`config.mk`:
```
export PLATFORM = sky130hd
export DESIGN_NAME = svc_watchdog
export DESIGN_NICKNAME = d
export VERILOG_FILES = /design/src/rtl/wdog_pkg.sv /design/src/rtl/wdog_svc_decode.sv /design/src/rtl/wdog_div_stage.sv /design/src/rtl/wdog_req_gen.sv /design/src/rtl/svc_watchdog.sv
export SDC_FILE = /design/constraint.sdc
export NUM_CORES = 1
export LEC_CHECK = 0
export BUFFER_PORTS_ARGS = -buffer_cell sky130_fd_sc_hd__buf_2
export CAP_MARGIN = 20
export CORE_AREA = 8 8 45 47
export CTS_CLUSTER_SIZE = 24
export DETAILED_ROUTE_END_ITERATION = 7
export DIE_AREA = 0 0 53 55
export GPL_TIMING_DRIVEN = 0
export PLACE_DENSITY = 0.54
export SYNTH_ARGS = -nofsm -noshare
export SYNTH_HDL_FRONTEND = slang
export SYNTH_SLANG_ARGS = --single-unit
```
`constraint.sdc`:
```
create_clock -name clk -period 2.75 [get_ports clk]
set_clock_uncertainty 0.05 [all_clocks]
set_input_delay 0.275 -clock clk [delete_from_list [all_inputs] [get_ports clk]]
set_output_delay 0.275 -clock clk [all_outputs]
set_load 0.1 [all_outputs]
```
`src/rtl/wdog_pkg.sv`:
```
// Package: shared definitions for the serviced watchdog.
// Assumes: included first in compile order.
package wdog_pkg;

    // Default bus geometry and service location
    localparam int          DEF_ADDR_W   = 16;
    localparam int          DEF_DATA_W   = 8;
    localparam logic [15:0] DEF_SVC_ADDR = 16'h0FF0;
    localparam int          DEF_SVC_BIT  = 0;
    localparam int          DEF_DIV      = 8;

    // Action the divider takes in one cycle
    typedef enum logic [1:0] {
        DIV_HOLD  = 2'd0,
        DIV_STEP  = 2'd1,
        DIV_WRAP  = 2'd2,
        DIV_CLEAR = 2'd3
    } div_act_e;

endpackage

```
`src/rtl/wdog_svc_decode.sv`:
```
// Module: wdog_svc_decode
// Recognises a service write: strobe high, address equal to SVC_ADDR
// and the selected data bit equal to 0. The other data bits are ignored.
// Assumes: the write port presents address and data in the strobe cycle.
module wdog_svc_decode #(
    parameter int              ADDR_W   = wdog_pkg::DEF_ADDR_W,
    parameter int              DATA_W   = wdog_pkg::DEF_DATA_W,
    parameter logic [ADDR_W-1:0] SVC_ADDR = ADDR_W'(wdog_pkg::DEF_SVC_ADDR),
    parameter int              SVC_BIT  = wdog_pkg::DEF_SVC_BIT
) (
    input  logic              wr_en,
    input  logic [ADDR_W-1:0] wr_addr,
    input  logic [DATA_W-1:0] wr_data,
    output logic              svc_hit
);

    logic addr_match;

    // Compare the write address and key bit against the service location
    always_comb begin
        addr_match = (wr_addr == SVC_ADDR);
        svc_hit    = wr_en && addr_match && !wr_data[SVC_BIT];
    end

endmodule

```
`src/rtl/wdog_div_stage.sv`:
```
// Module: wdog_div_stage
// Counts tick pulses modulo DIV. It flags 'fire' on the tick that
// completes the count. A clear request resets the count and overrides a
// coinciding tick, so no fire is raised in that cycle.
// Assumes: tick is a single-cycle pulse; rst_n is synchronous, active low.
module wdog_div_stage #(
    parameter int DIV = wdog_pkg::DEF_DIV
) (
    input  logic clk,
    input  logic rst_n,
    input  logic tick,
    input  logic clear,
    output logic fire
);
    import wdog_pkg::*;

    localparam int                 CNT_W = (DIV > 1) ? $clog2(DIV) : 1;
    localparam logic [CNT_W-1:0]   LAST  = CNT_W'(DIV - 1);

    logic [CNT_W-1:0] cnt_q;
    div_act_e         act;

    // Pick this cycle's action: a clear beats a tick
    always_comb begin
        if (clear)                act = DIV_CLEAR;
        else if (!tick)           act = DIV_HOLD;
        else if (cnt_q == LAST)   act = DIV_WRAP;
        else                      act = DIV_STEP;
        fire = (act == DIV_WRAP);
    end

    // Update the tick count
    always_ff @(posedge clk) begin
        if (!rst_n) begin
            cnt_q <= '0;
        end else begin
            case (act)
                DIV_STEP:             cnt_q <= cnt_q + 1'b1;
                DIV_WRAP, DIV_CLEAR:  cnt_q <= '0;
                default:              cnt_q <= cnt_q;
            endcase
        end
    end

endmodule

```
`src/rtl/wdog_req_gen.sv`:
```
// Module: wdog_req_gen
// Registers the fire event into a one-cycle reset request.
// Assumes: fire is high for at most one cycle per count period.
module wdog_req_gen (
    input  logic clk,
    input  logic rst_n,
    input  logic fire,
    output logic req
);

    // Hold the request for the single cycle after a fire
    always_ff @(posedge clk) begin
        if (!rst_n) req <= 1'b0;
        else        req <= fire;
    end

endmodule

```
`src/rtl/svc_watchdog.sv`:
```
// Module: svc_watchdog (top)
// Watchdog after a periodic tick. After DIV ticks with no service write,
// it issues a one-cycle reset request. A service write clears only this
// block's divider. ENABLE=0 builds no watchdog and holds the request low.
// Assumes: tick comes from the already rate-selected periodic tap.
module svc_watchdog #(
    parameter int                ENABLE   = 1,
    parameter int                ADDR_W   = wdog_pkg::DEF_ADDR_W,
    parameter int                DATA_W   = wdog_pkg::DEF_DATA_W,
    parameter logic [ADDR_W-1:0] SVC_ADDR = ADDR_W'(wdog_pkg::DEF_SVC_ADDR),
    parameter int                SVC_BIT  = wdog_pkg::DEF_SVC_BIT,
    parameter int                DIV      = wdog_pkg::DEF_DIV
) (
    input  logic              clk,
    input  logic              rst_n,
    input  logic              tick,
    input  logic              wr_en,
    input  logic [ADDR_W-1:0] wr_addr,
    input  logic [DATA_W-1:0] wr_data,
    output logic              rst_req
);

    generate
        if (ENABLE != 0) begin : g_on
            logic svc_hit;
            logic fire;

            wdog_svc_decode #(
                .ADDR_W   (ADDR_W),
                .DATA_W   (DATA_W),
                .SVC_ADDR (SVC_ADDR),
                .SVC_BIT  (SVC_BIT)
            ) u_decode (
                .wr_en    (wr_en),
                .wr_addr  (wr_addr),
                .wr_data  (wr_data),
                .svc_hit  (svc_hit)
            );

            wdog_div_stage #(
                .DIV   (DIV)
            ) u_div (
                .clk   (clk),
                .rst_n (rst_n),
                .tick  (tick),
                .clear (svc_hit),
                .fire  (fire)
            );

            wdog_req_gen u_req (
                .clk   (clk),
                .rst_n (rst_n),
                .fire  (fire),
                .req   (rst_req)
            );
        end else begin : g_off
            // Watchdog not built: request held inactive
            assign rst_req = 1'b0;
        end
    endgenerate

endmodule

```
Yosys cells after proc, flatten, opt, wreduce, memory -nomap -nowiden
Cells that the tools add are included.

Flip-flop bits (word level): 4.

Reduce and logical (&&, ||, !) cells: 5. Eq/ne operators: 5. $add $sub $neg: 1. Multiplexer cells: 4.

Operators by type and width (count): equality test 16 x 12 -> 1 bit (second input constant) (1); 2-to-1 mux 2 bit (3); case mux 3 bit (2 select lines) (1); equality test 2 bit (second input constant) (2); adder 3 x 1 -> 3 bit (second input constant) (1); equality test 3 bit (second input constant) (1); equality test 2 x 1 -> 1 bit (second input constant) (1); logical AND 1 bit (2); nonzero test 2 bit (1); OR reduction 2 bit (1); zero test 1 bit (1).

Logic depth before layout (Yosys ltp)
Word-level depth: 7. Gate-level depth with buffers: 5. Mapped depth without buffers: 5.

Modules after synthesis
Synthesis repeated with hierarchy kept, for this count alone.

Cell total of the unflattened synthesis: 25. Area, all modules: 246.5 um2.

By module, submodules not included: wdog_div_stage (cells an instance 17, area each 160.2 um2, times used 1, seq. area each 60.1 um2); wdog_svc_decode (cells an instance 6, area each 60.1 um2, times used 1, seq. area each 0.0 um2); wdog_req_gen (cells an instance 2, area each 26.3 um2, times used 1, seq. area each 20.0 um2).

Worst setup path before layout
Ideal clock, no wire load.

Kind: input port to flip-flop. From: input port wr_addr[12]. To: register g_on.u_div.cnt_q[0]. Slack: 1.411 ns. Cell stages on the path: 3. Path buffers: 0. Arrival time: 1.159 ns. Required time: 2.570 ns. Library setup time: 0.130 ns. Cell sequence: or4b_4 -> nor4b_4 -> a21oi_1.

Longest elaborated chain between the ends: 7. Elaborated cells on any way between the ends: 10. Those cells by class: 4 x eq/ne; 2 x mux; 4 x reduce/logical.

Ends and longest elaborated chain: from (decl) (line svc_watchdog.sv:18) `input logic [ADDR_W-1:0] wr_addr,`; equality test 16 x 12 -> 1 bit * (line wdog_svc_decode.sv:21) `addr_match = (wr_addr == SVC_ADDR);`; logical AND 1 bit * (2 in series) (line wdog_svc_decode.sv:22) `svc_hit = wr_en && addr_match && !wr_data[SVC_BIT];`; 2-to-1 mux 2 bit * (line wdog_div_stage.sv:25) `if (clear) act = DIV_CLEAR;`; equality test 2 bit (line wdog_div_stage.sv:37) `case (act)`; OR reduction 2 bit (line wdog_div_stage.sv:37); case mux 3 bit (2 select lines) / nonzero test 2 bit (equally long branches); to (signal assigned) (line wdog_div_stage.sv:38) `DIV_STEP: cnt_q <= cnt_q + 1'b1;`; to (signal assigned) (line wdog_div_stage.sv:40) `default: cnt_q <= cnt_q;`; to (decl) (line wdog_div_stage.sv:20) `logic [CNT_W-1:0] cnt_q;`.

Mark *: on every way between the ends. The rest lies on a longest branch, timed or not. A chain may end at the register's enable or synchronous reset.

Final worst setup path
From: register g_on.u_div.cnt_q[0]. To: register g_on.u_div.cnt_q[2].

Longest elaborated chain between the ends: 7. Elaborated cells on any way between the ends: 11. Those cells by class: 1 x add/sub; 4 x eq/ne; 4 x mux; 2 x reduce/logical.

Ends and longest elaborated chain: equality test 3 bit (line wdog_div_stage.sv:27) `else if (cnt_q == LAST) act = DIV_WRAP;`; 2-to-1 mux 2 bit (line wdog_div_stage.sv:27); 2-to-1 mux 2 bit (line wdog_div_stage.sv:26) `else if (!tick) act = DIV_HOLD;`; 2-to-1 mux 2 bit (line wdog_div_stage.sv:25); equality test 2 bit (line wdog_div_stage.sv:37); OR reduction 2 bit (line wdog_div_stage.sv:37); case mux 3 bit (2 select lines) / nonzero test 2 bit (equally long branches).

Parallel ways exist; a longest one is shown, timed or not.

==> impl_metrics.toml <==
[outcome]
status = "complete, no violations"

[placement]
gp_congestion = 0.6778
placed_area_sq_um = 377.9
place_hpwl_um = 621.3
io_buffers = 21
pre_cts_ws_ns = 1.246

[global_routing]
grt_max_degree = 8
grt_pass1_wl_um = 1248
antenna_found_initial = 0
grt_pass1_vias = 322
grt.total_usage_pct = 5.898
grt.overflow.total = 0

[min_path]
hold_depth = 3
hold_path_end = "g_on.u_req.req"
hold_class = "input pin to flop"
hp-start = "wr_addr[13]"

[floorplan]
core_area_sq_um = 1384
fp.dieH_um = 55
io_pins = 29
dieWidth_um = 53
start_util_pct = 18.26
num_rows = 14
die_area_sq_um = 2915

[clock_network]
ctsHtreeMaxLevel = 1
clk_latency_ns = 0.23
cts_buffer_depth = 2
cts_resized = 0
cts.clk_slew.worst_paths_ns = 0.04
cts_root_buffer = "clkbuf_4"
cts_num_sinks = 4
cts_tree = "built"
post-cts-setup-buffers = 0
cts_buffers = 3
ctsHoldBuffers = 0

[timing]
fin_tns_setup_ns = 0
hold_viol = 0
min_period_ns = 1.339
rsz0062_at_grt = "false"
worst_pin_slew_ns = 0.4869
worst_slack_ns = 1.411
fin_crit_sh_pct = 48.70
fmax_ghz = 0.7466
slew_viol_final = 0
max_slew_margin_pct = 67.77
setup_violations = 0

[critical_path]
path_cells = "ha_1 -> ha_1 -> and3b_1 -> o21ai_0 -> a21oi_1"
worstReg2RegEnd = "g_on.u_div.cnt_q[2]"
cp.arrival_ns = 1.40
cp_max_fo = 3
path_depth = 5
startpoint_type = "flop"
reg2reg_slack_ns = 1.41
critPathMaxStageDelay_ns = 0.32
cpMostUsedCell = "ha_1"
crit_family = "adder cells"
critical_path_required_ns = 2.81
regToRegStartpoint = "g_on.u_div.cnt_q[0]"
crit_path_end_kind = "flop"
slowest_stage = "dfxtp_1"
path_class = "flop to flop"
r2r_cells = 5
cp_num_buf_inv = 0

[power]
switchingPower_uw = 32.83
p_leak_uw = 0.0002023
power_frac_comb_pct = 15.2
p_per_area_nw_per_um2 = 393.9
p_int_uw = 124.9
p_seq_share_pct = 39.3
swShare_pct = 20.82
power_frac_clock_pct = 45.6
power.total_uw = 157.7
peakVddDrop_uv = 172.8

[job]
max_cap_viol_count = 0

[yosys]
ys_ff_latch = 4
yosys_warnings = 0
syn_inst = 26
yosysSeqAreaShare_pct = 31.68
avgSynthCellArea_sq_um = 9.721
synthDistinctLibCells = 14
synth_area_sq_um = 252.7
syn-num-nets = 56

[routing]
avgRoutedWirePerCell_um = 10.77
drc = 0
ant_nets = 0
drtPass1Iterations = 2
viasPerCell = 4.379
finalWirelength_um = 711
dr.first_iter.drc_count = 1
num_vias = 289

[cells_and_area]
area_delta_synth_final_pct = 58.42
regArea_sq_um = 80.08
nNetsFinal = 82
multiInputGateArea_sq_um = 172.7
final_util_pct = 28.93
n_fill_cell = 143
drive_gt1_share_pct = 52.00
finish.instance_area_sq_um = 400.4
diodes = 0
-- cells in the mapped netlist --
cell	count	area, sq um
nand3_1	1	5.000
nor2b_1	3	18.77
nor4b_4	1	23.77
nand4_1	1	6.260
and3b_1	2	17.52
ha_1	2	25.02
nand4b_1	1	8.760
a21oi_1	4	20.02
nor3b_1	1	7.510
o21ai_0	3	15.01
or4b_4	1	13.76
or4_1	1	7.510
nor2_1	1	3.750
dfxtp_1	4	80.08
-- sequential cells by signal, summed over array words and instances (netlist names) --
register          flops
g_on.u_req.req        1
g_on.u_div.cnt_q      3
-- power groups by stage --
stage / clock network [uW] / registers (uW) / logic, uW
5_1_grt: 79.9 / 62.1 / 27.2
3_3_place_gp: 0 / 62.7 / 23.4
3_5_place_dp: 0 / 62.8 / 24.0
4_1_cts: 74.7 / 61.9 / 24.2
2_1_floorplan: 0 / 62.5 / 8.05
6_report: 71.9 / 61.9 / 23.9
-- final cells by class --
class | count | share of cell area, %
clock buffer | 3 | 5.625
multi-input combinational | 22 | 43.13
sequential | 4 | 20.00
tap | 16 | 5.000
timing repair buffer | 21 | 26.25
-- metrics by stage --
step           hold slack [ns]  instances
2_1_floorplan           0.3533         26
4_1_cts                 0.2826         66
6_report                0.2859         66
3_5_place_dp            0.5229         63
5_1_grt                 0.3061         66
3_3_place_gp            0.5166         63
-- cell usage in the layout, fill, tap and decap left out, drive strengths merged --
cell and n:
ha 2, o21ai 3, nor2b 3, buf 21
and3b 2, nor3b 1, nand4 1, nor2 1
nor4b 1, or4 1, dfxtp 4, nand4b 1
clkbuf 3, nand3 1, or4b 1, a21oi 4
-- tightest hold or removal path, delay by kind of cell --
family,cells,cell delay [ns]
buffers and inverters,1,0.10
AND/OR/NAND/NOR,1,0.05
AO/OA/AOI/OAI,1,0.10
-- worst max-delay path by stage --
stage,startpoint,endpoint,slack [ns]
2_1_floorplan,wr_addr[12],g_on.u_div.cnt_q[0],1.41
3_3_place_gp,wr_addr[12],g_on.u_req.req,1.25
3_5_place_dp,wr_addr[12],g_on.u_req.req,1.25
4_1_cts,g_on.u_div.cnt_q[0],g_on.u_div.cnt_q[2],1.40
5_1_grt,g_on.u_div.cnt_q[0],g_on.u_div.cnt_q[2],1.28
6_report,g_on.u_div.cnt_q[0],g_on.u_div.cnt_q[2],1.41
-- metal layers --
layer | vias up | GRT usage [%] | part of all wire, %
met4 | 0 | 5.172 | 2.8
met2 | 23 | 7.422 | 33
li1 | 149 | - | -
met3 | 2 | 4.278 | 17
met1 | 115 | 6.373 | 46
met5 | - | 0 | 0
-- cell families after synthesis --
family,share of synthesized area (%)
DFF,31.68
AOI/OAI and AO/OA,13.86
and+or+nand+nor,44.56
adders and majority gates,9.899
No activity file was read; power rests on OpenSTA's default activity.
